$ cat config.mk
export PLATFORM = sky130hd
export DESIGN_NAME = seq_page_reader
export DESIGN_NICKNAME = d
export VERILOG_FILES = /design/src/rtl/sr_pkg.sv /design/src/rtl/sr_cell_array.sv /design/src/rtl/sr_page_buffer.sv /design/src/rtl/sr_ctrl.sv /design/src/rtl/seq_page_reader.sv
export SDC_FILE = /design/constraint.sdc
export NUM_CORES = 1
export LEC_CHECK = 0
export ABC_AREA = 1
export BUFFER_PORTS_ARGS = -buffer_cell sky130_fd_sc_hd__buf_2
export CAP_MARGIN = 20
export CORE_MARGIN = 1.5
export CORE_UTILIZATION = 30
export CTS_CLUSTER_DIAMETER = 40
export CTS_CLUSTER_SIZE = 40
export DETAILED_ROUTE_END_ITERATION = 8
export SLEW_MARGIN = 10
export SYNTH_ARGS = -nofsm -noshare
export SYNTH_HDL_FRONTEND = slang
export SYNTH_SLANG_ARGS = --single-unit
$ cat constraint.sdc
create_clock -name clk -period 7.45 [get_ports clk]
set_input_delay 0.3725 -clock clk [delete_from_list [all_inputs] [get_ports clk]]
set_output_delay 0.3725 -clock clk [all_outputs]
set_load 0.005 [all_outputs]
$ cat src/rtl/sr_pkg.sv
// Package: shared state encoding and cell-array content function for the
// sequential page read streamer. Assumes rows fit in 16 bits.
package sr_pkg;

    localparam int CELL_W = 8;

    typedef enum logic [1:0] {
        ST_IDLE = 2'd0,
        ST_LOAD = 2'd1,
        ST_READ = 2'd2,
        ST_NEXT = 2'd3
    } sr_state_t;

    // Content of one cell: ((row*3 + col) mod 256) xor 0xA5.
    function automatic logic [CELL_W-1:0] sr_cell(input logic [15:0] row,
                                                   input logic [15:0] col);
        logic [15:0] mix;
        mix = row * 16'd3 + col;
        return mix[CELL_W-1:0] ^ 8'hA5;
    endfunction

endpackage

$ cat src/rtl/sr_cell_array.sv
// Module: read-only cell array. Returns the byte stored at (row, col)
// combinationally. Assumes ROW_W and COL_W are each at most 16.
module sr_cell_array #(
    parameter int ROW_W = 7,
    parameter int COL_W = 4
) (
    input  logic [ROW_W-1:0]         row_i,
    input  logic [COL_W-1:0]         col_i,
    output logic [sr_pkg::CELL_W-1:0] data_o
);
    // Computed content lookup.
    always_comb begin
        data_o = sr_pkg::sr_cell(16'(row_i), 16'(col_i));
    end
endmodule

$ cat src/rtl/sr_page_buffer.sv
// Module: one-page data buffer with one write port and one asynchronous
// read port. Assumes write and read of the same column never need bypass.
module sr_page_buffer #(
    parameter int COL_W  = 4,
    parameter int DATA_W = 8
) (
    input  logic              clk,
    input  logic              we_i,
    input  logic [COL_W-1:0]  wcol_i,
    input  logic [DATA_W-1:0] wdata_i,
    input  logic [COL_W-1:0]  rcol_i,
    output logic [DATA_W-1:0] rdata_o
);
    localparam int COLS = 1 << COL_W;

    logic [DATA_W-1:0] mem_q [COLS];

    // Store one column per write strobe.
    always_ff @(posedge clk) begin
        if (we_i) mem_q[wcol_i] <= wdata_i;
    end

    // Present the selected column.
    assign rdata_o = mem_q[rcol_i];
endmodule

$ cat src/rtl/sr_ctrl.sv
// Module: sequencing control. Loads a page over LOAD_CYC cycles, steps the
// column pointer on accepted strobes, chains pages inside a block, and ends
// on block end, page end in insensitive mode, or a long chip-enable high.
// Assumes LOAD_CYC >= 2**COL_W so every column is written during a load.
module sr_ctrl #(
    parameter int COL_W       = 4,
    parameter int PAGE_W      = 5,
    parameter int BLK_W       = 2,
    parameter int LOAD_CYC    = 20,
    parameter int CE_HOLD_CYC = 6
) (
    input  logic                    clk,
    input  logic                    rst_n,
    input  logic                    start_i,
    input  logic [BLK_W+PAGE_W-1:0] start_row_i,
    input  logic [COL_W-1:0]        start_col_i,
    input  logic                    dc_mode_i,
    input  logic                    ce_n_i,
    input  logic                    re_i,
    output logic [BLK_W+PAGE_W-1:0] row_o,
    output logic [COL_W-1:0]        rcol_o,
    output logic                    buf_we_o,
    output logic [COL_W-1:0]        buf_wcol_o,
    output logic                    emit_o,
    output logic                    rb_n_o
);
    import sr_pkg::*;

    localparam int ROW_W = BLK_W + PAGE_W;
    localparam int COLS  = 1 << COL_W;
    localparam int LCW   = $clog2(LOAD_CYC + 1);
    localparam int CCW   = $clog2(CE_HOLD_CYC + 1);
    localparam logic [LCW-1:0] LD_LAST = LCW'(LOAD_CYC - 1);
    localparam logic [LCW-1:0] LD_COLS = LCW'(COLS);
    localparam logic [CCW-1:0] CE_LAST = CCW'(CE_HOLD_CYC - 1);

    sr_state_t        state_q;
    logic [ROW_W-1:0] row_q;
    logic [COL_W-1:0] col_q;
    logic [LCW-1:0]   ld_cnt_q;
    logic [CCW-1:0]   ce_cnt_q;
    logic             dc_q;

    logic active, strobe_ok, ce_quit, take, next_go, last_col, last_page;

    // Decode of the current cycle's events.
    always_comb begin
        active    = (state_q != ST_IDLE);
        strobe_ok = re_i && (dc_q || !ce_n_i);
        ce_quit   = active && !dc_q && ce_n_i && (ce_cnt_q == CE_LAST);
        take      = (state_q == ST_READ) && strobe_ok;
        next_go   = (state_q == ST_NEXT) && strobe_ok;
        last_col  = (col_q == {COL_W{1'b1}});
        last_page = (row_q[PAGE_W-1:0] == {PAGE_W{1'b1}});
    end

    // Main sequencer: start has priority, then chip-enable termination.
    always_ff @(posedge clk) begin
        if (!rst_n) begin
            state_q  <= ST_IDLE;
            row_q    <= '0;
            col_q    <= '0;
            ld_cnt_q <= '0;
            dc_q     <= 1'b0;
        end else if (start_i) begin
            state_q  <= ST_LOAD;
            row_q    <= start_row_i;
            col_q    <= start_col_i;
            ld_cnt_q <= '0;
            dc_q     <= dc_mode_i;
        end else if (ce_quit) begin
            state_q <= ST_IDLE;
        end else begin
            case (state_q)
                ST_LOAD: begin
                    if (ld_cnt_q == LD_LAST) state_q <= ST_READ;
                    else ld_cnt_q <= ld_cnt_q + 1'b1;
                end
                ST_READ: begin
                    if (take) begin
                        col_q <= col_q + 1'b1;
                        if (last_col)
                            state_q <= (dc_q || last_page) ? ST_IDLE : ST_NEXT;
                    end
                end
                ST_NEXT: begin
                    if (next_go) begin
                        row_q    <= row_q + 1'b1;
                        col_q    <= '0;
                        ld_cnt_q <= '0;
                        state_q  <= ST_LOAD;
                    end
                end
                default: state_q <= ST_IDLE;
            endcase
        end
    end

    // Count consecutive chip-enable-high cycles while an operation runs.
    always_ff @(posedge clk) begin
        if (!rst_n || start_i || !ce_n_i || !active || dc_q) ce_cnt_q <= '0;
        else ce_cnt_q <= ce_cnt_q + 1'b1;
    end

    assign row_o      = row_q;
    assign rcol_o     = col_q;
    assign buf_we_o   = (state_q == ST_LOAD) && (ld_cnt_q < LD_COLS);
    assign buf_wcol_o = ld_cnt_q[COL_W-1:0];
    assign emit_o     = take;
    assign rb_n_o     = (state_q != ST_LOAD);

    // Busy only follows a command or an automatic next-page request.
    assert_busy_cause_R2: assert property (@(posedge clk) disable iff (!rst_n)
        $fell(rb_n_o) |-> ($past(start_i) || $past(next_go)));

    // an automatic load is entered on the strobe after the last column.
    assert_next_loads_R5: assert property (@(posedge clk) disable iff (!rst_n)
        (next_go && !start_i && !ce_quit) |=> !rb_n_o);

    // An automatically loaded page begins at column 0.
    assert_auto_col0_R7: assert property (@(posedge clk) disable iff (!rst_n)
        (next_go && !start_i && !ce_quit) |=> (col_q == '0));

    // Automatic continuation never leaves the block.
    assert_same_block_R8: assert property (@(posedge clk) disable iff (!rst_n)
        (next_go && !start_i && !ce_quit) |=>
        (row_q[ROW_W-1:PAGE_W] == $past(row_q[ROW_W-1:PAGE_W])));

    // The insensitive mode never waits for a next page.
    assert_dc_no_chain_R9: assert property (@(posedge clk) disable iff (!rst_n)
        (state_q == ST_NEXT) |-> !dc_q);

    // A long chip-enable high ends the operation.
    assert_ce_end_R10: assert property (@(posedge clk) disable iff (!rst_n)
        (ce_quit && !start_i) |=> (rb_n_o && state_q == ST_IDLE));
endmodule

$ cat src/rtl/seq_page_reader.sv
// Module: top of the sequential page read streamer. Joins the control,
// the cell array and the page buffer, and registers the output byte.
// Assumes start_row and start_col are valid in the cycle start is high.
module seq_page_reader #(
    parameter int COL_W       = 4,
    parameter int PAGE_W      = 5,
    parameter int BLK_W       = 2,
    parameter int LOAD_CYC    = 20,
    parameter int CE_HOLD_CYC = 6
) (
    input  logic                    clk,
    input  logic                    rst_n,
    input  logic                    start,
    input  logic [BLK_W+PAGE_W-1:0] start_row,
    input  logic [COL_W-1:0]        start_col,
    input  logic                    ce_dont_care,
    input  logic                    ce_n,
    input  logic                    re_pulse,
    output logic                    rb_n,
    output logic [7:0]              dout,
    output logic                    dout_valid
);
    localparam int ROW_W  = BLK_W + PAGE_W;
    localparam int DATA_W = sr_pkg::CELL_W;

    logic [ROW_W-1:0]  row;
    logic [COL_W-1:0]  rcol, wcol;
    logic              buf_we, emit;
    logic [DATA_W-1:0] cell_data, buf_data;

    sr_ctrl #(
        .COL_W(COL_W), .PAGE_W(PAGE_W), .BLK_W(BLK_W),
        .LOAD_CYC(LOAD_CYC), .CE_HOLD_CYC(CE_HOLD_CYC)
    ) ctrl_i (
        .clk(clk), .rst_n(rst_n), .start_i(start),
        .start_row_i(start_row), .start_col_i(start_col),
        .dc_mode_i(ce_dont_care), .ce_n_i(ce_n), .re_i(re_pulse),
        .row_o(row), .rcol_o(rcol), .buf_we_o(buf_we), .buf_wcol_o(wcol),
        .emit_o(emit), .rb_n_o(rb_n)
    );

    sr_cell_array #(.ROW_W(ROW_W), .COL_W(COL_W)) array_i (
        .row_i(row), .col_i(wcol), .data_o(cell_data)
    );

    sr_page_buffer #(.COL_W(COL_W), .DATA_W(DATA_W)) pbuf_i (
        .clk(clk), .we_i(buf_we), .wcol_i(wcol), .wdata_i(cell_data),
        .rcol_i(rcol), .rdata_o(buf_data)
    );

    // Output register: capture the byte for each accepted strobe.
    always_ff @(posedge clk) begin
        if (!rst_n) begin
            dout       <= '0;
            dout_valid <= 1'b0;
        end else begin
            dout_valid <= emit;
            if (emit) dout <= buf_data;
        end
    end

    // A byte only follows a strobe seen while the engine was ready.
    assert_valid_cause_R3: assert property (@(posedge clk) disable iff (!rst_n)
        dout_valid |-> ($past(re_pulse) && $past(rb_n)));

    // No byte appears one cycle after a busy cycle.
    assert_busy_quiet_R6: assert property (@(posedge clk) disable iff (!rst_n)
        !rb_n |=> !dout_valid);
endmodule

==> impl_metrics.yaml <==
status:
  status: "complete, no violations"
synth:
  synth-async-reset-ratio_pct: 0
  syn_nets: 845
  syn_avg_cell_area_um2: 9.28
  ys_seq_area_share_pct: 59.9
  synth.distinct_cells: 25
  synth-seq-cells: 159
  synth_cells: 803
  synth_edf_count: 128
  ys_warn_count: 0
  synthFlopType: "edfxtp_1"
  syn_area_um2: 7450
grt:
  antenna_found_initial: 0
  overflow: 0
  grt_pass1_vias: 5062
  grt_start_max_net_pins: 68
  grt.total_usage_pct: 14.6
  grt_pass1_wl_um: 28100
route:
  avgViaCountPerCell: 4.58
  drc_errors: 0
  wl_um: 18000
  drt_iter0_markers: 372
  vias: 5308
  post_drt_wl_per_cell_um: 15.6
  first_pass_iters: 5
  ant_nets: 0
timing:
  finalSetupViolCount: 0
  hold_violations: 0
  relSlewSlack_pct: 20.1
  final.setup.tns_ns: 0
  worst_hold_slack_ns: 0.168
  grt_setup_unrepaired: "false"
  worstMarginPinSlew_ns: 1.19
  fin_skew_ns: 0.00922
  slew_viol_final: 0
  min_period_ns: 3.00
  finalCritPeriodShare_pct: 40.3
  max_freq_mhz: 333
worst_setup_path:
  cp.required_ns: 7.52
  crit_path_end_kind: "flop"
  crit_top_cell: "nand2_1"
  reg2reg_to: "pbuf_i.mem_q[0][7]$_DFFE_PP_"
  max_stage_delay_ns: 0.54
  rr_startpoint: "ctrl_i.ld_cnt_q[1]$_SDFFE_PP0P_"
  start_kind: "flop"
  slowest_stage: "fa_1"
  crit_family: "adder cells"
  cp.arrival_ns: 3.07
  cp_cell_sequence: "inv_1 > fa_1 > inv_1 > ha_1 > fa_1 > nand3_1 > nand3_1 > nand2_1 > nand2_1 > a21oi_1 > inv_1 > nand2_1 > nand2_1"
  path_class: "flop to flop"
  path_max_fanout: 16
  reg2reg_depth: 13
  r2r_setup_slack_ns: 4.45
  crit_buf_inv: 3
placed_design:
  dp_hpwl_um: 10800
  port_buffers: 26
  place_congestion: 0.816
clock_tree:
  cts_resized: 0
  cts_buffers: 17
  root_buffer: "clkbuf_16"
  clk_latency_ns: 0.44
  cts_num_sinks: 159
  cts_tree: "done"
  clk_pin_slew_ns: 0.06
  cts_hold_buf: 0
  cts_max_level: 4
  clockBufferDepth: 2
  post_cts_buffers: 0
power_and_ir_drop:
  vdd_drop_max_v: 0.000177
  p_leak_nw: 3.60
  p_per_area_nw_per_um2: 241
  fin_total_pwr_mw: 2.03
worst_hold_path:
  min_path_cells: 3
  min_to: "ctrl_i.dc_q$_SDFFE_PN0P_"
  min_from: "ce_dont_care"
  hold_class: "primary input to flop"
layout:
  antennaDiodeCount: 0
  drive_above_1_share_pct: 8.37
  n_fill_cell: 2425
  fin_nets: 865
  final_cell_mix: "271 x nand2_1, 128 x edfxtp_1, 104 x nand3_1"
  final_common_cell: "nand2_1"
  syn2layout_area_growth_pct: 13.0
flow_run:
  drv_cap: 0
floorplan:
  die_w_um: 161
  core_um2: 24300
  initial_utilization_pct: 30.7
  die-area_um2: 25800
  ios: 27
  fp.dieH_um: 161
  rows: 57
==> worst max-delay path by stage <==
stage | cells after the start | endpoint | slack (ns) | startpoint
after CTS | 8 | pbuf_i.mem_q[1][5]$_DFFE_PP_ | 4.19 | ctrl_i.ld_cnt_q[1]$_SDFFE_PP0P_
after global placement | 8 | pbuf_i.mem_q[2][5]$_DFFE_PP_ | 4.33 | ctrl_i.ld_cnt_q[1]$_SDFFE_PP0P_
after global routing | 13 | pbuf_i.mem_q[15][7]$_DFFE_PP_ | 4.21 | ctrl_i.ld_cnt_q[1]$_SDFFE_PP0P_
after floorplan | 8 | pbuf_i.mem_q[0][5]$_DFFE_PP_ | 4.82 | ctrl_i.ld_cnt_q[1]$_SDFFE_PP0P_
after detailed placement | 8 | pbuf_i.mem_q[2][5]$_DFFE_PP_ | 4.26 | ctrl_i.ld_cnt_q[1]$_SDFFE_PP0P_
final | 13 | pbuf_i.mem_q[0][7]$_DFFE_PP_ | 4.45 | ctrl_i.ld_cnt_q[1]$_SDFFE_PP0P_
==> tightest hold or removal path, stage by stage <==
cell and delay, ns:
buf_2 0.07, nor2_1 0.03, nor2_1 0.09
==> state kept, by name, indices dropped and copies added (netlist names) <==
name	cells
ctrl_i.ld_cnt_q	5
ctrl_i.rcol_o	4
ctrl_i.ce_cnt_q	3
dout	8
ctrl_i.row_o	7
ctrl_i.dc_q	1
dout_valid	1
pbuf_i.mem_q	128
ctrl_i.state_q	2
==> final cells by class <==
class	instances	area [um^2]	share of cell area, %
clock buffer	23	500	5.94
inverter	107	402	4.77
sequential	159	4470	53.0
tap	324	405	4.81
timing repair buffer	33	183	2.17
clock inverter	9	56.3	0.668
multi-input combinational	505	2410	28.6
==> per-stage QoR <==
step | area [um^2] | instances | utilization, % | setup slack [ns]
3_3_place_gp | 7840 | 1126 | 32.3 | 4.33
2_1_floorplan | 7450 | 803 | - | 4.82
3_5_place_dp | 7840 | 1126 | 32.3 | 4.26
5_1_grt | 8420 | 1160 | 34.6 | 4.21
6_report | 8420 | 1160 | 34.6 | 4.45
4_1_cts | 8400 | 1158 | 34.5 | 4.19
==> where the power goes <==
group          internal [mW]  total (mW)  switching, mW
sequential              1.00        1.01         0.0107
combinational         0.0516       0.186          0.134
clock                  0.473       0.827          0.354
==> kinds of logic after synthesis <==
kind of cell    after synthesis  share of synthesized area (%)
buf+inv                     139                           7.87
compound gates               33                           2.42
flops                       159                           59.9
simple gates                435                           23.8
xor+xnor                     12                           1.41
fa+ha+maj                    25                           4.60
==> cell usage after synthesis, types with 4 or more instances <==
library cell  count  area [um^2]
xnor2_1           5         43.8
inv_1           102          383
a21oi_1          11         55.1
inv_2             4         15.0
buf_2            13         65.1
o21ai_0          12         60.1
xor2_1            7         61.3
nand3_1         104          521
edfxtp_1        128         3840
nor2_1           55          206
dfxtp_1          31          621
ha_1             21          263
nand2_1         271         1020
fa_1              4         80.1
buf_4            11         82.6
a31oi_1           8         50.1
clkbuf_1          4         15.0
==> routing by layer <==
metal,routed length [um],part of all wire (%),vias up,track usage (%)
li1,-,-,2622,-
met1,8310,46,2525,19.2
met2,8400,47,127,22.9
met3,805,4.5,34,3.05
met4,527,2.9,0,7.18
met5,0,0,-,0
No activity file was read; power rests on OpenSTA's default activity.
